## src/rtl/badaddr_fill_resp_pkg.sv

```systemverilog
package badaddr_fill_resp_pkg;

  // Strobes issued by the control FSM to the datapath
  typedef struct packed {
    logic capture;    // latch response and miss entry
    logic advance;    // current slot handed off, move to next
    logic freeEntry;  // entry released, rewind slot pointer
  } ctrlStrobes_t;

  // Status reported by the datapath to the control FSM
  typedef struct packed {
    logic slotDone;   // all merged operations returned
    logic curIsStore; // current slot is a store
    logic evPending;  // evict command not yet acknowledged
  } dpStatus_t;

  typedef enum logic [0:0] {
    ST_IDLE  = 1'b0,
    ST_DRAIN = 1'b1
  } ctrlState_t;

endpackage

```

## src/rtl/badaddr_fill_resp_ctrl.sv

```systemverilog
module badaddr_fill_resp_ctrl
  import badaddr_fill_resp_pkg::*;
(
  input  logic         clk,
  input  logic         rstN,
  input  logic         respValid,
  input  logic         ldReady,
  input  logic         stReady,
  input  dpStatus_t    status,
  output ctrlStrobes_t strb,
  output logic         respReady,
  output logic         ldValid,
  output logic         stValid,
  output logic         entryFree
);

  ctrlState_t state, nextState;

  always_ff @(posedge clk) begin
    if (!rstN) state <= ST_IDLE;
    else       state <= nextState;
  end

  always_comb begin
    nextState = state;
    strb      = '0;
    respReady = 1'b0;
    ldValid   = 1'b0;
    stValid   = 1'b0;
    entryFree = 1'b0;
    unique case (state)
      ST_IDLE: begin
        respReady = 1'b1;
        if (respValid) begin
          strb.capture = 1'b1;
          nextState    = ST_DRAIN;
        end
      end
      ST_DRAIN: begin
        if (!status.slotDone) begin
          if (status.curIsStore) begin
            stValid      = 1'b1;
            strb.advance = stReady;
          end else begin
            ldValid      = 1'b1;
            strb.advance = ldReady;
          end
        end else if (!status.evPending) begin
          entryFree      = 1'b1;
          strb.freeEntry = 1'b1;
          nextState      = ST_IDLE;
        end
      end
      default: nextState = ST_IDLE;
    endcase
  end

endmodule

```

## src/rtl/badaddr_fill_resp_dpath.sv

```systemverilog
module badaddr_fill_resp_dpath
  import badaddr_fill_resp_pkg::*;
#(
  parameter int DW   = 64,
  parameter int AW   = 44,
  parameter int IXW  = 10,
  parameter int NOPS = 4,
  parameter int TW   = 4,
  parameter int CNTW = $clog2(NOPS + 1)
) (
  input  logic             clk,
  input  logic             rstN,
  input  ctrlStrobes_t     strb,
  input  logic             respErr,
  input  logic [DW-1:0]    respData,
  input  logic [AW-1:0]    missAddr,
  input  logic [IXW-1:0]   missIndex,
  input  logic             missSpec,
  input  logic [CNTW-1:0]  missOpCount,
  input  logic [NOPS-1:0]  missOpStore,
  input  logic [NOPS*TW-1:0] missOpTag,
  input  logic             evAck,
  output dpStatus_t        status,
  output logic [TW-1:0]    ldTag,
  output logic [DW-1:0]    ldData,
  output logic [TW-1:0]    stTag,
  output logic             stFail,
  output logic             evValid,
  output logic [IXW-1:0]   evIndex,
  output logic             logValid,
  output logic [AW-1:0]    logAddr
);

  localparam logic [CNTW-1:0] CapCount = CNTW'(NOPS);

  logic              entErr;
  logic [DW-1:0]     entData;
  logic [IXW-1:0]    entIndex;
  logic [CNTW-1:0]   opCount;
  logic [CNTW-1:0]   slotIdx;
  logic [NOPS-1:0]   storeMask;
  logic              evPend;
  logic [TW-1:0]     tagArr [NOPS];
  logic [TW-1:0]     curTag;
  logic              curStore;
  logic [CNTW-1:0]   clampedCount;

  assign clampedCount = (missOpCount > CapCount) ? CapCount : missOpCount;

  // Entry capture
  always_ff @(posedge clk) begin
    if (!rstN) begin
      entErr    <= 1'b0;
      entData   <= '0;
      entIndex  <= '0;
      opCount   <= '0;
      storeMask <= '0;
      logAddr   <= '0;
    end else if (strb.capture) begin
      entErr    <= respErr;
      entData   <= respData;
      entIndex  <= missIndex;
      opCount   <= clampedCount;
      storeMask <= missOpStore;
      logAddr   <= missAddr;
    end
  end

  // Per-slot tag storage
  for (genvar g = 0; g < NOPS; g++) begin : gTag
    always_ff @(posedge clk) begin
      if (!rstN)             tagArr[g] <= '0;
      else if (strb.capture) tagArr[g] <= missOpTag[g*TW +: TW];
    end
  end

  // Slot pointer
  always_ff @(posedge clk) begin
    if (!rstN || strb.freeEntry || strb.capture) slotIdx <= '0;
    else if (strb.advance)                       slotIdx <= slotIdx + CNTW'(1);
  end

  // Evict command state
  always_ff @(posedge clk) begin
    if (!rstN)             evPend <= 1'b0;
    else if (strb.capture) evPend <= respErr;
    else if (evAck)        evPend <= 1'b0;
  end

  // Error-log pulse, suppressed for speculative references
  always_ff @(posedge clk) begin
    if (!rstN) logValid <= 1'b0;
    else       logValid <= strb.capture && respErr && !missSpec;
  end

  // Current slot select
  always_comb begin
    curTag   = '0;
    curStore = 1'b0;
    for (int i = 0; i < NOPS; i++) begin
      if (slotIdx == CNTW'(i)) begin
        curTag   = tagArr[i];
        curStore = storeMask[i];
      end
    end
  end

  assign status.slotDone   = (slotIdx >= opCount);
  assign status.curIsStore = curStore;
  assign status.evPending  = evPend;

  assign ldTag   = curTag;
  assign stTag   = curTag;
  assign ldData  = entErr ? {DW{1'b1}} : entData;
  assign stFail  = entErr;
  assign evValid = evPend;
  assign evIndex = entIndex;

endmodule

```

## src/rtl/badaddr_fill_resp.sv

```systemverilog
module badaddr_fill_resp
  import badaddr_fill_resp_pkg::*;
#(
  parameter int DW   = 64,
  parameter int AW   = 44,
  parameter int IXW  = 10,
  parameter int NOPS = 4,
  parameter int TW   = 4,
  parameter int CNTW = $clog2(NOPS + 1)
) (
  input  logic               clk,
  input  logic               rstN,
  input  logic               respValid,
  input  logic               respErr,
  input  logic [DW-1:0]      respData,
  output logic               respReady,
  input  logic [AW-1:0]      missAddr,
  input  logic [IXW-1:0]     missIndex,
  input  logic               missSpec,
  input  logic [CNTW-1:0]    missOpCount,
  input  logic [NOPS-1:0]    missOpStore,
  input  logic [NOPS*TW-1:0] missOpTag,
  output logic               ldValid,
  input  logic               ldReady,
  output logic [TW-1:0]      ldTag,
  output logic [DW-1:0]      ldData,
  output logic               stValid,
  input  logic               stReady,
  output logic [TW-1:0]      stTag,
  output logic               stFail,
  output logic               evValid,
  input  logic               evAck,
  output logic [IXW-1:0]     evIndex,
  output logic               logValid,
  output logic [AW-1:0]      logAddr,
  output logic               entryFree
);

  ctrlStrobes_t strb;
  dpStatus_t    status;

  badaddr_fill_resp_ctrl u_ctrl (
    .clk       (clk),
    .rstN      (rstN),
    .respValid (respValid),
    .ldReady   (ldReady),
    .stReady   (stReady),
    .status    (status),
    .strb      (strb),
    .respReady (respReady),
    .ldValid   (ldValid),
    .stValid   (stValid),
    .entryFree (entryFree)
  );

  badaddr_fill_resp_dpath #(
    .DW(DW), .AW(AW), .IXW(IXW), .NOPS(NOPS), .TW(TW), .CNTW(CNTW)
  ) u_dpath (
    .clk         (clk),
    .rstN        (rstN),
    .strb        (strb),
    .respErr     (respErr),
    .respData    (respData),
    .missAddr    (missAddr),
    .missIndex   (missIndex),
    .missSpec    (missSpec),
    .missOpCount (missOpCount),
    .missOpStore (missOpStore),
    .missOpTag   (missOpTag),
    .evAck       (evAck),
    .status      (status),
    .ldTag       (ldTag),
    .ldData      (ldData),
    .stTag       (stTag),
    .stFail      (stFail),
    .evValid     (evValid),
    .evIndex     (evIndex),
    .logValid    (logValid),
    .logAddr     (logAddr)
  );

endmodule

```

## config.mk

```make
export PLATFORM = sky130hd
export DESIGN_NAME = badaddr_fill_resp
export DESIGN_NICKNAME = d
export VERILOG_FILES = /design/src/rtl/badaddr_fill_resp_pkg.sv /design/src/rtl/badaddr_fill_resp_ctrl.sv /design/src/rtl/badaddr_fill_resp_dpath.sv /design/src/rtl/badaddr_fill_resp.sv
export SDC_FILE = /design/constraint.sdc
export NUM_CORES = 1
export LEC_CHECK = 0
export ABC_AREA = 0
export BUFFER_PORTS_ARGS = -buffer_cell sky130_fd_sc_hd__buf_4
export CAP_MARGIN = 20
export CORE_MARGIN = 5
export CORE_UTILIZATION = 50
export CTS_BUF_LIST = sky130_fd_sc_hd__clkbuf_4 sky130_fd_sc_hd__clkbuf_8
export CTS_CLUSTER_DIAMETER = 120
export CTS_CLUSTER_SIZE = 8
export DETAILED_ROUTE_END_ITERATION = 8
export PLACE_DENSITY = 0.87
export RECOVER_POWER = 100
export SLEW_MARGIN = 30
export SYNTH_ARGS = -nofsm -noshare
export SYNTH_HDL_FRONTEND = slang
export SYNTH_SLANG_ARGS = --single-unit
```

## constraint.sdc

```tcl
create_clock -name clk -period 4.9 [get_ports clk]
set_clock_uncertainty 0.05 [all_clocks]
set_input_delay 0.735 -clock clk [delete_from_list [all_inputs] [get_ports clk]]
set_output_delay 0.735 -clock clk [all_outputs]
set_load 0.02 [all_outputs]
```

Yosys cells after proc, flatten, opt, wreduce, memory -nomap -nowiden
Memories as Yosys holds them, arrays and structs flattened.
Cells that the tools add are included.
- bits in registers: 132
- RAM bits: 16
- input bits: 149
- output and inout port bits: 133
- logic and storage cells: 68
- memories kept: 1
- add/subtract/negate cells: 1
- order comparisons: 2
- equal/unequal tests: 3
- muxes and demuxes: 38
- bitwise operators: 5
- reduce and logical (&&, ||, !) cells: 8
- memory list (name ; words ; bits a word ; read ports ; clocked after Yosys merged registers in ; wr ports ; RTL line ; text):
    u_dpath.tagArr ; 4 ; 4 ; 4 ; 0 ; 4 ; badaddr_fill_resp_dpath.sv:43 ; logic [TW-1:0] tagArr [NOPS];
- operators with widths (kind ; number):
    $mux W64 ; 1
    $mux W4 ; 8
    $mux W1 ; 26
    $eq A3 B2 Y1 const B ; 2
    $or A1 B1 Y1 ; 4
    $add A3 B1 Y3 const B ; 1
    $eq A3 B1 Y1 const B ; 1
    $ge A3 B3 Y1 ; 1
    $gt A3 B3 Y1 const B ; 1
    $logic_not A3 Y1 ; 1
    $mux W3 ; 1
    $logic_and A1 B1 Y1 ; 2
    $logic_not A1 Y1 ; 2
    $logic_or A1 B1 Y1 ; 2
    $mux W2 ; 1
    $pmux W1 S2 ; 1
    $reduce_bool A2 Y1 ; 1
    $not A1 Y1 ; 1

Longest topological paths before layout
- depth in word-level cells: 10
- mapped depth: 8
- mapped depth without buffers: 7

By module
From an unflattened synthesis, not the netlist that was laid out.
- cell total of the unflattened synthesis: 597
- area, all modules: 6427.4 um^2
- by module, submodules not included (module ; times used ; cells each ; area each (um^2)):
    badaddr_fill_resp_dpath ; 1 ; 584 ; 6332.3
    badaddr_fill_resp_ctrl ; 1 ; 13 ; 95.1

Worst setup path after synthesis
Ideal clock, no wire load.
- kind: reg-to-output
- from: register u_dpath.slotIdx[1]
- to: output port stValid
- arrival: 1.625 ns
- path slack: 2.490 ns
- stages on the path, launching flop included: 6
- path buffers: 0
- path through: dfxtp_1 > ha_1 > ha_1 > or2_1 > a211o_1 > a21oi_1
- cells in the longest elaborated chain, start to end: 8
- elaborated cells on any way between the ends: 12
- those cells by class: order compare (1); eq/ne (3); mux (7); reduce/logical (1)
- ends and longest elaborated chain (what ; RTL line ; text):
    start: declaration ; badaddr_fill_resp_dpath.sv:40 ; logic [CNTW-1:0] slotIdx;
    start signal: assignment ; badaddr_fill_resp_dpath.sv:80 ; else if (strb.advance) slotIdx <= slotIdx + CNTW'(1);
    $logic_not A3 Y1 ; badaddr_fill_resp_dpath.sv:101 ; if (slotIdx == CNTW'(i)) begin
    $mux W1 (4 in series) ; badaddr_fill_resp_dpath.sv:101 ;
    $mux W1 ; badaddr_fill_resp_ctrl.sv:41 ; if (status.curIsStore) begin
    $mux W1 * ; badaddr_fill_resp_ctrl.sv:40 ; if (!status.slotDone) begin
    $mux W1 * ; badaddr_fill_resp_ctrl.sv:31 ; unique case (state)
    end: declaration ; badaddr_fill_resp.sv:27 ; output logic stValid,
Every way passes the cells marked *; elsewhere a longest branch is shown, timed or not.

Final worst setup path
- from: register u_dpath.entErr, in the netlist u_dpath.stFail
- to: output port ldData[10]
- cells in the longest elaborated chain, start to end: 1
- ends and longest elaborated chain (what ; RTL line ; text):
    start: declaration ; badaddr_fill_resp_dpath.sv:36 ; logic entErr;
    start signal: assignment ; badaddr_fill_resp_dpath.sv:60 ; entErr <= respErr;
    $mux W64 ; badaddr_fill_resp_dpath.sv:114 ; assign ldData = entErr ? {DW{1'b1}} : entData;
    end: declaration ; badaddr_fill_resp.sv:26 ; output logic [DW-1:0] ldData,
Every way passes these cells.

==> flow_metrics.tcl <==
set metrics [dict create \
    outcome "finished, violations left" \
    violations "max-capacitance violations, max-slew violations" \
    cp-end-kind "output port" \
    wl_per_cell_um 17.89 \
    cap_violations 2 \
    cts_made_buffers 17 \
    hold_buffers 0 \
    fmax_ghz 0.2785 \
    routed_wl_um 16000 \
    critPathLaunchType "register" \
    tightest_slew_ps 2064 \
    yosys_warnings 0 \
    grt_pass1_wl_um 24440 \
    min_period_ps 3591 \
    gp_congestion 0.8851 \
    nets 899 \
    worstPathCellList "clkbuf_1, or2_2, clkbuf_1" \
    drive_above_1_share_pct 33.29 \
    root_buffer "clkbuf_8" \
    rows 38 \
    dr.pass1.iters 5 \
    final_util_pct 69.06 \
    synthCells 481 \
    clkTransAtPathRegs_ps 70 \
    drt_iter0_markers 326 \
    mostFrequentLayoutCells "150 x buf_4, 134 x clkbuf_1, 132 x dfxtp_1" \
    slowest_stage "clkbuf_1" \
    clk_latency_ps 430 \
    yosysSeqAreaShare_pct 57.13 \
    worstPathMaxFanout 59 \
    ios 282 \
    dp_hpwl_um 11660 \
    setup_viol_count_final 0 \
    cts.path.max_buffers 2 \
    core_area_sq_um 10790 \
    cts_tree "done" \
    cts_setup_buffers 0 \
    synth_nets 638 \
    syn_area_sq_um 5466 \
    synth_seq_cells 148 \
    area_delta_synth_final_pct 36.35 \
    worstPathRequired_ps 4120 \
    die-height_um 114.6 \
    vdd_drop_max_uv 249.5 \
    dieWidth_um 114.6 \
    route.vias.total 4759 \
    portBuffers 281 \
    grt_max_degree 81 \
    finalCritPeriodShare_pct 73.28 \
    critical_path.top_delay_family "buffers and inverters" \
    slowest_delay_ps 1350 \
    htree_num_levels 4 \
    path_class "reg2out" \
    drc_errors 0 \
    dieArea_sq_um 13120 \
    diodes 0 \
    power_density_nw_per_um2 371.2 \
    final.setup.tns_ps 0 \
    hold_violations 0 \
    cts_resized 0 \
    track_usage_pct 23.76 \
    postSynthAreaPerCell_sq_um 11.36 \
    ant_nets 0 \
    synth.distinct_cells 30 \
    antenna_found_initial 0 \
    initial_core_util_pct 50.65 \
    grt-ovfl-total 0 \
    timing.final.max_slew_violations 122 \
    power.leakage_nw 3.408 \
    vias_per_cell 5.323 \
    rsz0062_at_grt "no" \
    grt_pass1_vias 4831 \
    final_common_cell "buf_4" \
    cts_sinks 148 \
    arrival_ps 2810 \
    path_buf_inv 2 \
    crit_top_cell "clkbuf_1" \
    relSlewSlack_pct -37.62 \
    min_path_type "in2reg" \
]
-- synthesized netlist by cell type --
master / number / area, sq um
dfxtp_1: 132 / 2643
a22o_1: 127 / 1112
or2_2: 64 / 400.4
buf_2: 20 / 100.1
and2_1: 17 / 106.4
clkbuf_1: 17 / 63.81
nand2_1: 17 / 63.81
edfxtp_1: 16 / 480.5
o21ai_0: 11 / 55.05
nor2_1: 9 / 33.78
ha_1: 8 / 100.1
inv_1: 8 / 30.03
a21oi_1: 7 / 35.03
buf_4: 4 / 30.03
and3_1: 3 / 18.77
nand3_1: 3 / 15.01
nor2b_1: 3 / 18.77
a211o_1: 2 / 17.52
buf_6: 2 / 22.52
a211oi_1: 1 / 7.510
a211oi_2: 1 / 12.51
a21boi_1: 1 / 7.510
and4bb_2: 1 / 12.51
nand2b_1: 1 / 6.260
nand3b_4: 1 / 20.02
nand4bb_4: 1 / 27.53
nor3_1: 1 / 5.000
o211ai_1: 1 / 7.510
o21a_1: 1 / 7.510
or2_1: 1 / 6.260
-- metrics by stage --
step / worst slack [ps] / power, mW / area [sq um] / instances / hold WS (ps)
final: 1309 / 2.767 / 7453 / 894 / 414.8
after global routing: 962.4 / 2.888 / 7453 / 894 / 367.9
after CTS: 1926 / 2.879 / 7961 / 894 / 376.6
after detailed placement: 2391 / 1.983 / 7585 / 863 / 404.7
after global placement: 2412 / 1.967 / 7565 / 862 / 402.7
after floorplan: 2490 / 1.691 / 5466 / 481 / 390.5
-- final cells by class --
cell class,instances,area (sq um)
Fill cell,898,3339
Clock inverter,5,50.05
Multi-Input combinational cell,282,2100
Clock buffer,26,326.6
Tap cell,140,175.2
Inverter,8,30.03
Sequential cell,148,3123
Timing Repair Buffer,285,1649
-- worst paths after layout --
check                                         start                  end  slack, ps  cells after the start
worst max-delay path                 u_dpath.stFail           ldData[10]       1310                      3
worst min-delay path                       missSpec     u_dpath.logValid        410                      2
worst max register to register         u_ctrl.state  u_dpath.entData[21]       1320                      4
worst min register to register  u_dpath.entData[24]  u_dpath.entData[24]        420                      1
-- worst register-to-register path, delay by kind of cell (launching register included) --
kind,cells,cell delay [ps]
buf+inv,2,1280
flops,1,340
compound gates,1,270
simple gates,1,1580
-- kinds of logic (layout without fill, tap and decap cells) --
logic type | after synthesis | after routing | synth area share (%)
AND/OR/NAND/NOR | 122 | 122 | 13.44
AO/OA/AOI/OAI | 152 | 152 | 23.09
buffers and inverters | 51 | 324 | 4.509
flip-flops | 148 | 148 | 57.13
adder cells (fa/ha/maj) | 8 | 8 | 1.831
-- flip-flops by register name, indices dropped and copies added (netlist names) --
register and cells:
u_dpath.logAddr 44, u_dpath.tagArr 16, u_dpath.logValid 1, u_dpath.evIndex 10, u_dpath.evValid 1, u_dpath.slotIdx 3, u_dpath.entData 64, u_dpath.storeMask 4
u_dpath.opCount 3, u_dpath.stFail 1, u_ctrl.state 1
-- power by group --
part           total, mW  internal [mW]  leakage [nW]  switching, mW
Sequential          1.35           1.31          1.26         0.0440
Clock              0.894          0.478         0.204          0.416
Combinational      0.520          0.221          1.95          0.299
Total               2.77           2.01          3.41          0.759
-- routing by layer --
| layer | vias up | wire length, um | global-route usage [%] |
|---|---|---|---|
| li1 | 2245 | - | - |
| met1 | 2271 | 6084 | 26.93 |
| met2 | 209 | 8302 | 40.86 |
| met3 | 34 | 1182 | 7.981 |
| met4 | 0 | 428 | 9.818 |
| met5 | - | 0 | 0 |
Note: power is estimated with default switching activity, not from simulation.
